### config.mk
export PLATFORM = sky130hd
export DESIGN_NAME = sertx_dbuf
export DESIGN_NICKNAME = d
export VERILOG_FILES = /design/src/rtl/sertx_pkg.sv /design/src/rtl/sertx_frame.sv /design/src/rtl/sertx_baud.sv /design/src/rtl/sertx_hold.sv /design/src/rtl/sertx_shift.sv /design/src/rtl/sertx_dbuf.sv
export SDC_FILE = /design/constraint.sdc
export NUM_CORES = 1
export LEC_CHECK = 0
export CAP_MARGIN = 20
export CORE_MARGIN = 2
export CORE_UTILIZATION = 24
export DETAILED_ROUTE_END_ITERATION = 8
export DONT_BUFFER_PORTS = 1
export PLACE_DENSITY = 0.42
export SLEW_MARGIN = 30
export SYNTH_ARGS = -nofsm -noshare
export SYNTH_HDL_FRONTEND = slang
export SYNTH_SLANG_ARGS = --single-unit
### constraint.sdc
create_clock -name clk -period 2.7 [get_ports clk]
set_input_delay 0.27 -clock clk [delete_from_list [all_inputs] [get_ports clk]]
set_output_delay 0.27 -clock clk [all_outputs]
set_load 0.01 [all_outputs]
### src/rtl/sertx_pkg.sv
package sertx_pkg;
   localparam int MAX_DATA = 9;
   localparam int FRAME_W  = 1 + MAX_DATA + 1 + 2;
   localparam int CNT_W    = $clog2(FRAME_W + 1);

   typedef enum logic [1:0] {
      LEN_7  = 2'b00,
      LEN_8  = 2'b01,
      LEN_9  = 2'b10,
      LEN_9B = 2'b11
   } len_e;

   function automatic logic [3:0] data_len(input logic [1:0] sel);
      case (len_e'(sel))
         LEN_7:   data_len = 4'd7;
         LEN_8:   data_len = 4'd8;
         default: data_len = 4'd9;
      endcase
   endfunction
endpackage

### src/rtl/sertx_frame.sv
module sertx_frame
   import sertx_pkg::*;
(
   input  logic [MAX_DATA-1:0] data,
   input  logic [1:0]          len_sel,
   input  logic                parity_en,
   input  logic                parity_odd,
   input  logic                two_stop,
   output logic [FRAME_W-1:0]  frm,
   output logic [CNT_W-1:0]    nbits
);
   logic [3:0]          dlen;
   logic [MAX_DATA-1:0] dmask;
   logic                par_bit;

   assign dlen = data_len(len_sel);

   for (genvar i = 0; i < MAX_DATA; i++) begin : g_mask
      assign dmask[i] = (4'(i) < dlen);
   end

   assign par_bit = (^(data & dmask)) ^ parity_odd;

   always_comb begin
      frm    = '1;
      frm[0] = 1'b0;
      for (int i = 0; i < MAX_DATA; i++) begin
         if (dmask[i]) frm[i+1] = data[i];
      end
      if (parity_en) frm[dlen + 4'd1] = par_bit;
   end

   assign nbits = CNT_W'(4'd2 + dlen + {3'b0, parity_en} + {3'b0, two_stop});
endmodule

### src/rtl/sertx_baud.sv
module sertx_baud #(
   parameter int DIV_W = 8,
   parameter int OVS   = 16
) (
   input  logic             clk,
   input  logic             rst_n,
   input  logic             run,
   input  logic             restart,
   input  logic [DIV_W-1:0] div,
   output logic             bit_end
);
   localparam int SUB_W = $clog2(OVS);
   localparam logic [SUB_W-1:0] SUB_LAST = SUB_W'(OVS - 1);

   logic [DIV_W-1:0] pre;
   logic [SUB_W-1:0] sub, sub_next;
   logic             pre_wrap, sub_last;

   assign pre_wrap = (pre == div);
   assign sub_last = (sub == SUB_LAST);

   if ((OVS & (OVS - 1)) == 0) begin : g_pow2
      assign sub_next = sub + 1'b1;
   end else begin : g_mod
      assign sub_next = sub_last ? '0 : sub + 1'b1;
   end

   always_ff @(posedge clk or negedge rst_n) begin
      if (!rst_n) begin
         pre <= '0;
         sub <= '0;
      end else if (restart || !run) begin
         pre <= '0;
         sub <= '0;
      end else if (pre_wrap) begin
         pre <= '0;
         sub <= sub_next;
      end else begin
         pre <= pre + 1'b1;
      end
   end

   assign bit_end = run && pre_wrap && sub_last;
endmodule

### src/rtl/sertx_hold.sv
module sertx_hold #(
   parameter int DW = 9
) (
   input  logic          clk,
   input  logic          rst_n,
   input  logic          wr_en,
   input  logic [DW-1:0] wr_data,
   input  logic          take,
   output logic [DW-1:0] hold_data,
   output logic          empty,
   output logic          irq
);
   always_ff @(posedge clk or negedge rst_n) begin
      if (!rst_n) begin
         hold_data <= '0;
         empty     <= 1'b1;
         irq       <= 1'b0;
      end else begin
         irq <= take && !wr_en;
         if (wr_en) begin
            hold_data <= wr_data;
            empty     <= 1'b0;
         end else if (take) begin
            empty     <= 1'b1;
         end
      end
   end
endmodule

### src/rtl/sertx_shift.sv
module sertx_shift #(
   parameter int FW = 13,
   parameter int CW = 4
) (
   input  logic          clk,
   input  logic          rst_n,
   input  logic          start,
   input  logic          frame_end,
   input  logic          bit_end,
   input  logic [FW-1:0] frm,
   input  logic [CW-1:0] nbits,
   output logic          txd,
   output logic          busy,
   output logic          last,
   output logic          tx_empty
);
   logic [FW-1:0] shreg;
   logic [CW-1:0] bits_left;

   always_ff @(posedge clk or negedge rst_n) begin
      if (!rst_n) begin
         shreg     <= '1;
         bits_left <= '0;
         busy      <= 1'b0;
         tx_empty  <= 1'b1;
      end else if (start) begin
         shreg     <= frm;
         bits_left <= nbits - 1'b1;
         busy      <= 1'b1;
         tx_empty  <= 1'b0;
      end else begin
         if (frame_end) tx_empty <= 1'b1;
         if (busy && bit_end) begin
            if (bits_left == '0) begin
               busy <= 1'b0;
            end else begin
               shreg     <= {1'b1, shreg[FW-1:1]};
               bits_left <= bits_left - 1'b1;
            end
         end
      end
   end

   assign txd  = shreg[0];
   assign last = (bits_left == '0);
endmodule

### src/rtl/sertx_dbuf.sv
module sertx_dbuf
   import sertx_pkg::*;
#(
   parameter int DIV_W = 8,
   parameter int OVS   = 16
) (
   input  logic                clk,
   input  logic                rst_n,
   input  logic                tx_enable,
   input  logic                cts_select,
   input  logic                cts_n,
   input  logic [1:0]          len_sel,
   input  logic                parity_en,
   input  logic                parity_odd,
   input  logic                two_stop,
   input  logic [DIV_W-1:0]    baud_div,
   input  logic                wr_en,
   input  logic [MAX_DATA-1:0] wr_data,
   output logic                txd,
   output logic                buf_empty,
   output logic                tx_empty,
   output logic                tx_irq
);
   if (DIV_W < 1 || DIV_W > 16) begin : g_bad_div
      $error("sertx_dbuf: DIV_W must lie in 1..16");
   end
   if (OVS < 2) begin : g_bad_ovs
      $error("sertx_dbuf: OVS must be at least 2");
   end

   logic [MAX_DATA-1:0] hold_data;
   logic [FRAME_W-1:0]  frm;
   logic [CNT_W-1:0]    nbits;
   logic                busy, last, bit_end, frame_end, start_go;

   assign frame_end = !busy || (last && bit_end);
   assign start_go  = frame_end && tx_enable && !buf_empty
                      && (!cts_select || !cts_n);

   sertx_hold #(.DW(MAX_DATA)) u_hold (
      .clk       (clk),
      .rst_n     (rst_n),
      .wr_en     (wr_en),
      .wr_data   (wr_data),
      .take      (start_go),
      .hold_data (hold_data),
      .empty     (buf_empty),
      .irq       (tx_irq)
   );

   sertx_frame u_frame (
      .data       (hold_data),
      .len_sel    (len_sel),
      .parity_en  (parity_en),
      .parity_odd (parity_odd),
      .two_stop   (two_stop),
      .frm        (frm),
      .nbits      (nbits)
   );

   sertx_baud #(.DIV_W(DIV_W), .OVS(OVS)) u_baud (
      .clk     (clk),
      .rst_n   (rst_n),
      .run     (busy),
      .restart (start_go),
      .div     (baud_div),
      .bit_end (bit_end)
   );

   sertx_shift #(.FW(FRAME_W), .CW(CNT_W)) u_shift (
      .clk       (clk),
      .rst_n     (rst_n),
      .start     (start_go),
      .frame_end (frame_end),
      .bit_end   (bit_end),
      .frm       (frm),
      .nbits     (nbits),
      .txd       (txd),
      .busy      (busy),
      .last      (last),
      .tx_empty  (tx_empty)
   );
endmodule

After elaboration in Yosys (flattened, before gate mapping)

Cells that the tools add are included.

Bits in registers: 42
Word-level logic and storage cells: 92

Add/subtract/negate cells: 8
Order comparisons: 11
Equality and inequality tests: 4
Muxes and demuxes: 31
Bitwise gates (word level): 2
Reduce and logical (&&, ||, !) cells: 27

Operators by type and width:

| cell                                                | count |
|---|---|
| two-way mux 13 bit                                  | 4 |
| two-way mux 4 bit                                   | 5 |
| two-way mux 1 bit                                   | 17 |
| < comparator 3 x 4 -> 1 bit, first input constant   | 4 |
| two-way mux 8 bit                                   | 2 |
| bitwise mux 13 bit                                  | 1 |
| nonzero test 2 bit                                  | 5 |
| bitwise AND 9 bit                                   | 1 |
| logical AND 1 bit                                   | 9 |
| XOR reduction 9 bit                                 | 1 |
| adder 4 x 1 -> 4 bit                                | 2 |
| adder 4 x 1 -> 4 bit, second input constant         | 2 |
| adder 8 x 1 -> 8 bit, second input constant         | 1 |
| equality test 8 bit                                 | 1 |
| < comparator 1 x 4 -> 1 bit, first input constant   | 2 |
| < comparator 2 x 4 -> 1 bit, first input constant   | 2 |
| case mux 4 bit (2 select lines)                     | 1 |
| subtractor 4 x 1 -> 4 bit, second input constant    | 2 |
| zero test 1 bit                                     | 5 |
| < comparator 4 x 5 -> 1 bit, second input constant  | 1 |
| adder 2 x 4 -> 4 bit, first input constant          | 1 |
| demux 1 bit (select 4 bit)                          | 1 |
| equality test 4 bit, second input constant          | 1 |
| >= comparator 4 x 1 -> 1 bit, second input constant | 1 |
| other kinds (8)                                     | 11 |

Depth between registers and ports, before layout

Depth after elaboration: 10
Gate-level depth with buffers: 9
Depth with buffers taken out: 9

Hierarchy

From an unflattened synthesis, not the netlist that was laid out.

Cells, all modules: 243
Area, all modules: 2,434.8 sq um

Modules (own cells, without submodules):

| module      | times used | cells each | area each (sq um) |
|---|---|---|---|
| sertx_shift | 1          | 107        | 1,038.5 |
| sertx_baud  | 1          | 70         | 668.1 |
| sertx_hold  | 1          | 23         | 437.9 |
| sertx_frame | 1          | 39         | 261.5 |
| sertx_dbuf  | 1          | 4          | 28.8 |

Least setup slack after synthesis

No wires, ideal clock.

Kind: reg2reg
Start point: register u_baud.pre[6]
End point: register u_shift.bits_left[0]
Data arrival time: 1.837 ns
Data required time: 2.575 ns
Setup slack: 0.737 ns
Stages on the path, launching flop included: 7
Path buffers: 1
Period minus slack after synthesis: 1.963 ns
Cell sequence: dfrtp_1 xor2_1 nor4_4 and4_1 o21ai_4 buf_6 mux2_4

Cells in the longest elaborated chain, start to end: 10

RTL lines:

| what                                                                                  | line              | text |
|---|---|---|
| start: declaration                                                                    | sertx_baud.sv:15  | `logic [DIV_W-1:0] pre;` |
| start signal: assignment                                                              | sertx_baud.sv:39  | `pre <= pre + 1'b1;` |
| equality test 8 bit (*)                                                               | sertx_baud.sv:19  | `assign pre_wrap = (pre == div);` |
| logical AND 1 bit (*) (2 in series)                                                   | sertx_baud.sv:43  | `assign bit_end = run && pre_wrap && sub_last;` |
| logical AND 1 bit                                                                     | sertx_dbuf.sv:36  | `assign frame_end = !busy \|\| (last && bit_end);` |
| logical OR 1 bit                                                                      | sertx_dbuf.sv:36  |  |
| logical AND 1 bit (2 in series)                                                       | sertx_dbuf.sv:37  | `assign start_go = frame_end && tx_enable && !buf_empty` |
| logical AND 1 bit                                                                     | sertx_dbuf.sv:38  | `&& (!cts_select \|\| !cts_n);` |
| inequality test 2 x 1 -> 1 bit (no line) / nonzero test 2 bit (equally long branches) | n/a               |  |
| AND reduction 2 bit (no line)                                                         | n/a               |  |
| end signal: assignment                                                                | sertx_shift.sv:28 | `bits_left <= nbits - 1'b1;` |
| end signal: assignment                                                                | sertx_shift.sv:38 | `bits_left <= bits_left - 1'b1;` |
| end: declaration                                                                      | sertx_shift.sv:18 | `logic [CW-1:0] bits_left;` |

Mark *: on every way between the ends. The rest lies on a longest branch, timed or not.
A chain may end at the register's enable or synchronous reset.

Worst setup path in the final report

Start point: register u_baud.pre[6]
End point: register u_shift.shreg[8]

Cells in the longest elaborated chain, start to end: 10

RTL lines:

| what                                                                                  | line              | text |
|---|---|---|
| equality test 8 bit (*)                                                               | sertx_baud.sv:19  |  |
| logical AND 1 bit (*) (2 in series)                                                   | sertx_baud.sv:43  |  |
| logical AND 1 bit                                                                     | sertx_dbuf.sv:36  |  |
| logical OR 1 bit                                                                      | sertx_dbuf.sv:36  |  |
| logical AND 1 bit (2 in series)                                                       | sertx_dbuf.sv:37  |  |
| logical AND 1 bit                                                                     | sertx_dbuf.sv:38  |  |
| inequality test 2 x 1 -> 1 bit (no line) / nonzero test 2 bit (equally long branches) | n/a               |  |
| AND reduction 2 bit (no line)                                                         | n/a               |  |
| end signal: assignment                                                                | sertx_shift.sv:27 | `shreg <= frm;` |
| end signal: assignment                                                                | sertx_shift.sv:37 | `shreg <= {1'b1, shreg[FW-1:1]};` |
| end: declaration                                                                      | sertx_shift.sv:17 | `logic [FW-1:0] shreg;` |

Marks and branches as above.

==> impl_metrics.tcl <==
set metrics [dict create \
    outcome "completed" \
    antenna_found_initial 0 \
    grt_pass1_vias 1537 \
    vdd_ir_drop_max_v 0.000252 \
    drtAntennaViolNets 0 \
    hold_ws_ns 0.0348 \
    syn-cell-area_um2 2360 \
    crit_top_cell "mux2_4" \
    die_x_um 103 \
    ys_ff_latch 42 \
    synth-edff-count 0 \
    r2r_slack_ns 0.57 \
    worst_pin_slew_ns 0.587 \
    grt-ovfl-total 0 \
    root_buffer "clkbuf_8" \
    max_freq_mhz 470 \
    crit_type "reg2reg" \
    wire_per_inst_um 13.6 \
    synth_fp_nets 240 \
    drive_gt1_frac 0.261 \
    syn_to_final_growth_pct 13.0 \
    maxCapViolCount 0 \
    grt_max_degree 43 \
    wl_um 4680 \
    finalCriticalPeriod_ns 2.13 \
    power_uw 2010 \
    tns_ns 0 \
    finClkSkew_ns 0.00857 \
    io_pins 32 \
    avgViaCountPerCell 4.26 \
    cts_tree "done" \
    drc 0 \
    max_stage_delay_ns 0.42 \
    hold_start "wr_en" \
    grt_pass1_wl_um 7780 \
    dpl_cell_area_um2 2510 \
    nFillCells 1011 \
    cp_slowest_cell "dfrtp_1" \
    synthTopCellsByArea "dfrtp_1 29%, dfstp_2 17%, mux2_2 11%" \
    synth_top_area_share 0.286 \
    place.gp.congestion 0.770 \
    slew_headroom 0.607 \
    area.sequential_um2 1070 \
    fin_crit_sh 0.788 \
    intPower_uw 1400 \
    yosysSeqAreaShare 0.453 \
    r2r.worst_path.cells 5 \
    finish.instance_area_um2 2670 \
    power_frac_comb 0.269 \
    ctsHoldBuffers 3 \
    powerDensity_nw_per_um2 754 \
    core-area_um2 9680 \
    crit_chain "xor2_1 -> nor4_4 -> nand4_4 -> mux2_4 -> mux2_4" \
    seq_power_share 0.474 \
    arrival_ns 2.34 \
    pwr-share-clk 0.257 \
    multiInputGateArea_um2 1220 \
    yosysWarnings 0 \
    cts_buffers 5 \
    final_common_cell "dfrtp_1" \
    insertion_delay_ns 0.29 \
    die_area_um2 10700 \
    htreeDepth 2 \
    cts_resized 0 \
    switching_power_uw 618 \
    finalMaxSlewViolations 0 \
    postSynthAreaPerCell_um2 11.6 \
    synth-main-ff-cell "dfrtp_1" \
    dr_total_vias 1466 \
    critPathMaxFanout 17 \
    dr.first_iter.drc_count 33 \
    start_util 0.244 \
    port_buffers 0 \
    cts.clk_slew.worst_paths_ns 0.09 \
    critPathCaptureType "flip-flop" \
    clock_path_buffers 2 \
    hold_path_end "u_hold.irq$_DFF_PN0_" \
    dp_hpwl_um 3430 \
    grt_usage 0.0966 \
    holdPathStages 1 \
    nets 247 \
    synth_cell_types 37 \
    setup_viol 0 \
    synth_top_area_cell "dfrtp_1" \
    worstSetupStartpointType "flip-flop" \
    cts_setup_buffers 0 \
    finalHoldViolCount 0 \
    clock_sinks 42 \
    synth-async-reset-ratio 1.00 \
    rsz0062_at_grt "no" \
    layout_common_cells "27 x dfrtp_1, 23 x mux2_2, 18 x xor2_1, 15 x dfstp_2, 13 x nor2_1" \
    leakage_uw 0.00122 \
    r2r-end "u_shift.shreg[8]$_DFFE_PN1P_" \
    rows 36 \
    die_h_um 103 \
    crit_required_ns 2.92 \
    hp-class "in2reg" \
    power_switching_share 0.307 \
    first_pass_iters 4 \
    r2r-start "u_baud.pre[6]$_DFF_PN0_" \
    synth_cells 203 \
    diodes 0 \
]
cells by family (layout without fill, tap and decap cells):
kind of cell,count (synthesis),in the layout,share of synthesized area
DFF,42,42,0.453
and+or+nand+nor,62,62,0.146
xor gates and xnor gates,27,27,0.112
AOI/OAI and AO/OA,13,13,0.0397
adders and majority gates,9,9,0.0477
muxes,36,36,0.173
buffers and inverters,14,22,0.0286
worst max-delay path by stage:
stage                                          start                          endpoint  slack (ns)  depth (start not counted)
floorplan                    u_baud.pre[6]$_DFF_PN0_  u_shift.bits_left[0]$_DFFE_PN0P_        0.74                          6
global placement             u_baud.pre[3]$_DFF_PN0_      u_shift.shreg[3]$_DFFE_PN1P_        0.54                          5
detailed placement           u_baud.pre[3]$_DFF_PN0_      u_shift.shreg[6]$_DFFE_PN1P_        0.57                          5
CTS                          u_baud.pre[6]$_DFF_PN0_      u_shift.shreg[8]$_DFFE_PN1P_        0.55                          5
global route        u_shift.bits_left[1]$_DFFE_PN0P_      u_shift.shreg[7]$_DFFE_PN1P_        0.39                          7
finish                       u_baud.pre[6]$_DFF_PN0_      u_shift.shreg[8]$_DFFE_PN1P_        0.57                          5
critical path: cells and delay by family, from the launching register on:
family                    cells  cell delay [ns]
xor gates and xnor gates      1             0.21
DFF                           1             0.42
muxes                         2             0.65
and+or+nand+nor               2             0.78
layer usage:
layer	vias up	track usage	wire [um]
met5	-	0	0
met4	0	0.0273	42
met3	2	0.0309	260
met2	28	0.159	2240
met1	714	0.122	2140
li1	722	-	-
sequential cells by signal, summed over array words and instances (netlist names):
name	cells
u_shift.bits_left	4
u_baud.pre	8
u_baud.sub	4
u_hold.hold_data	9
u_hold.irq	1
u_shift.shreg	13
u_shift.tx_empty	1
u_shift.busy	1
u_hold.empty	1
stage by stage:
step / util / instances / worst slack, ns
after floorplan: - / 203 / 0.737
after global placement: 0.259 / 333 / 0.537
after detailed placement: 0.259 / 333 / 0.571
after CTS: 0.276 / 344 / 0.548
after global routing: 0.276 / 344 / 0.391
final: 0.276 / 344 / 0.572
power groups by stage:
| stage | sequential, uW | combinational, uW | clock [uW] |
|---|---|---|---|
| global placement | 970 | 526 | 0 |
| floorplan | 925 | 453 | 0 |
| detailed placement | 967 | 527 | 0 |
| finish | 954 | 541 | 517 |
| global route | 980 | 618 | 563 |
| CTS | 955 | 554 | 541 |
layout make-up:
class / instances / share of cell area
Sequential cell: 42 / 0.401
Inverter: 10 / 0.0141
Clock inverter: 1 / 0.0112
Multi-Input combinational cell: 147 / 0.459
Clock buffer: 7 / 0.0323
Tap cell: 133 / 0.0623
Timing Repair Buffer: 4 / 0.0206
cells in the mapped netlist, drive strengths merged (2+ instances only):
master  number
dfrtp       27
mux2        27
xor2        18
dfstp       15
nor2        13
nand3       11
inv         10
nand2       10
ha           9
mux2i        9
nor3         8
xnor2        7
and3         5
nor4         4
o21ai        4
or3          3
a21oi        2
a31oi        2
buf          2
clkbuf       2
nand2b       2
nand4        2
o21a         2
xnor3        2
Note: power is estimated with default switching activity, not from simulation.
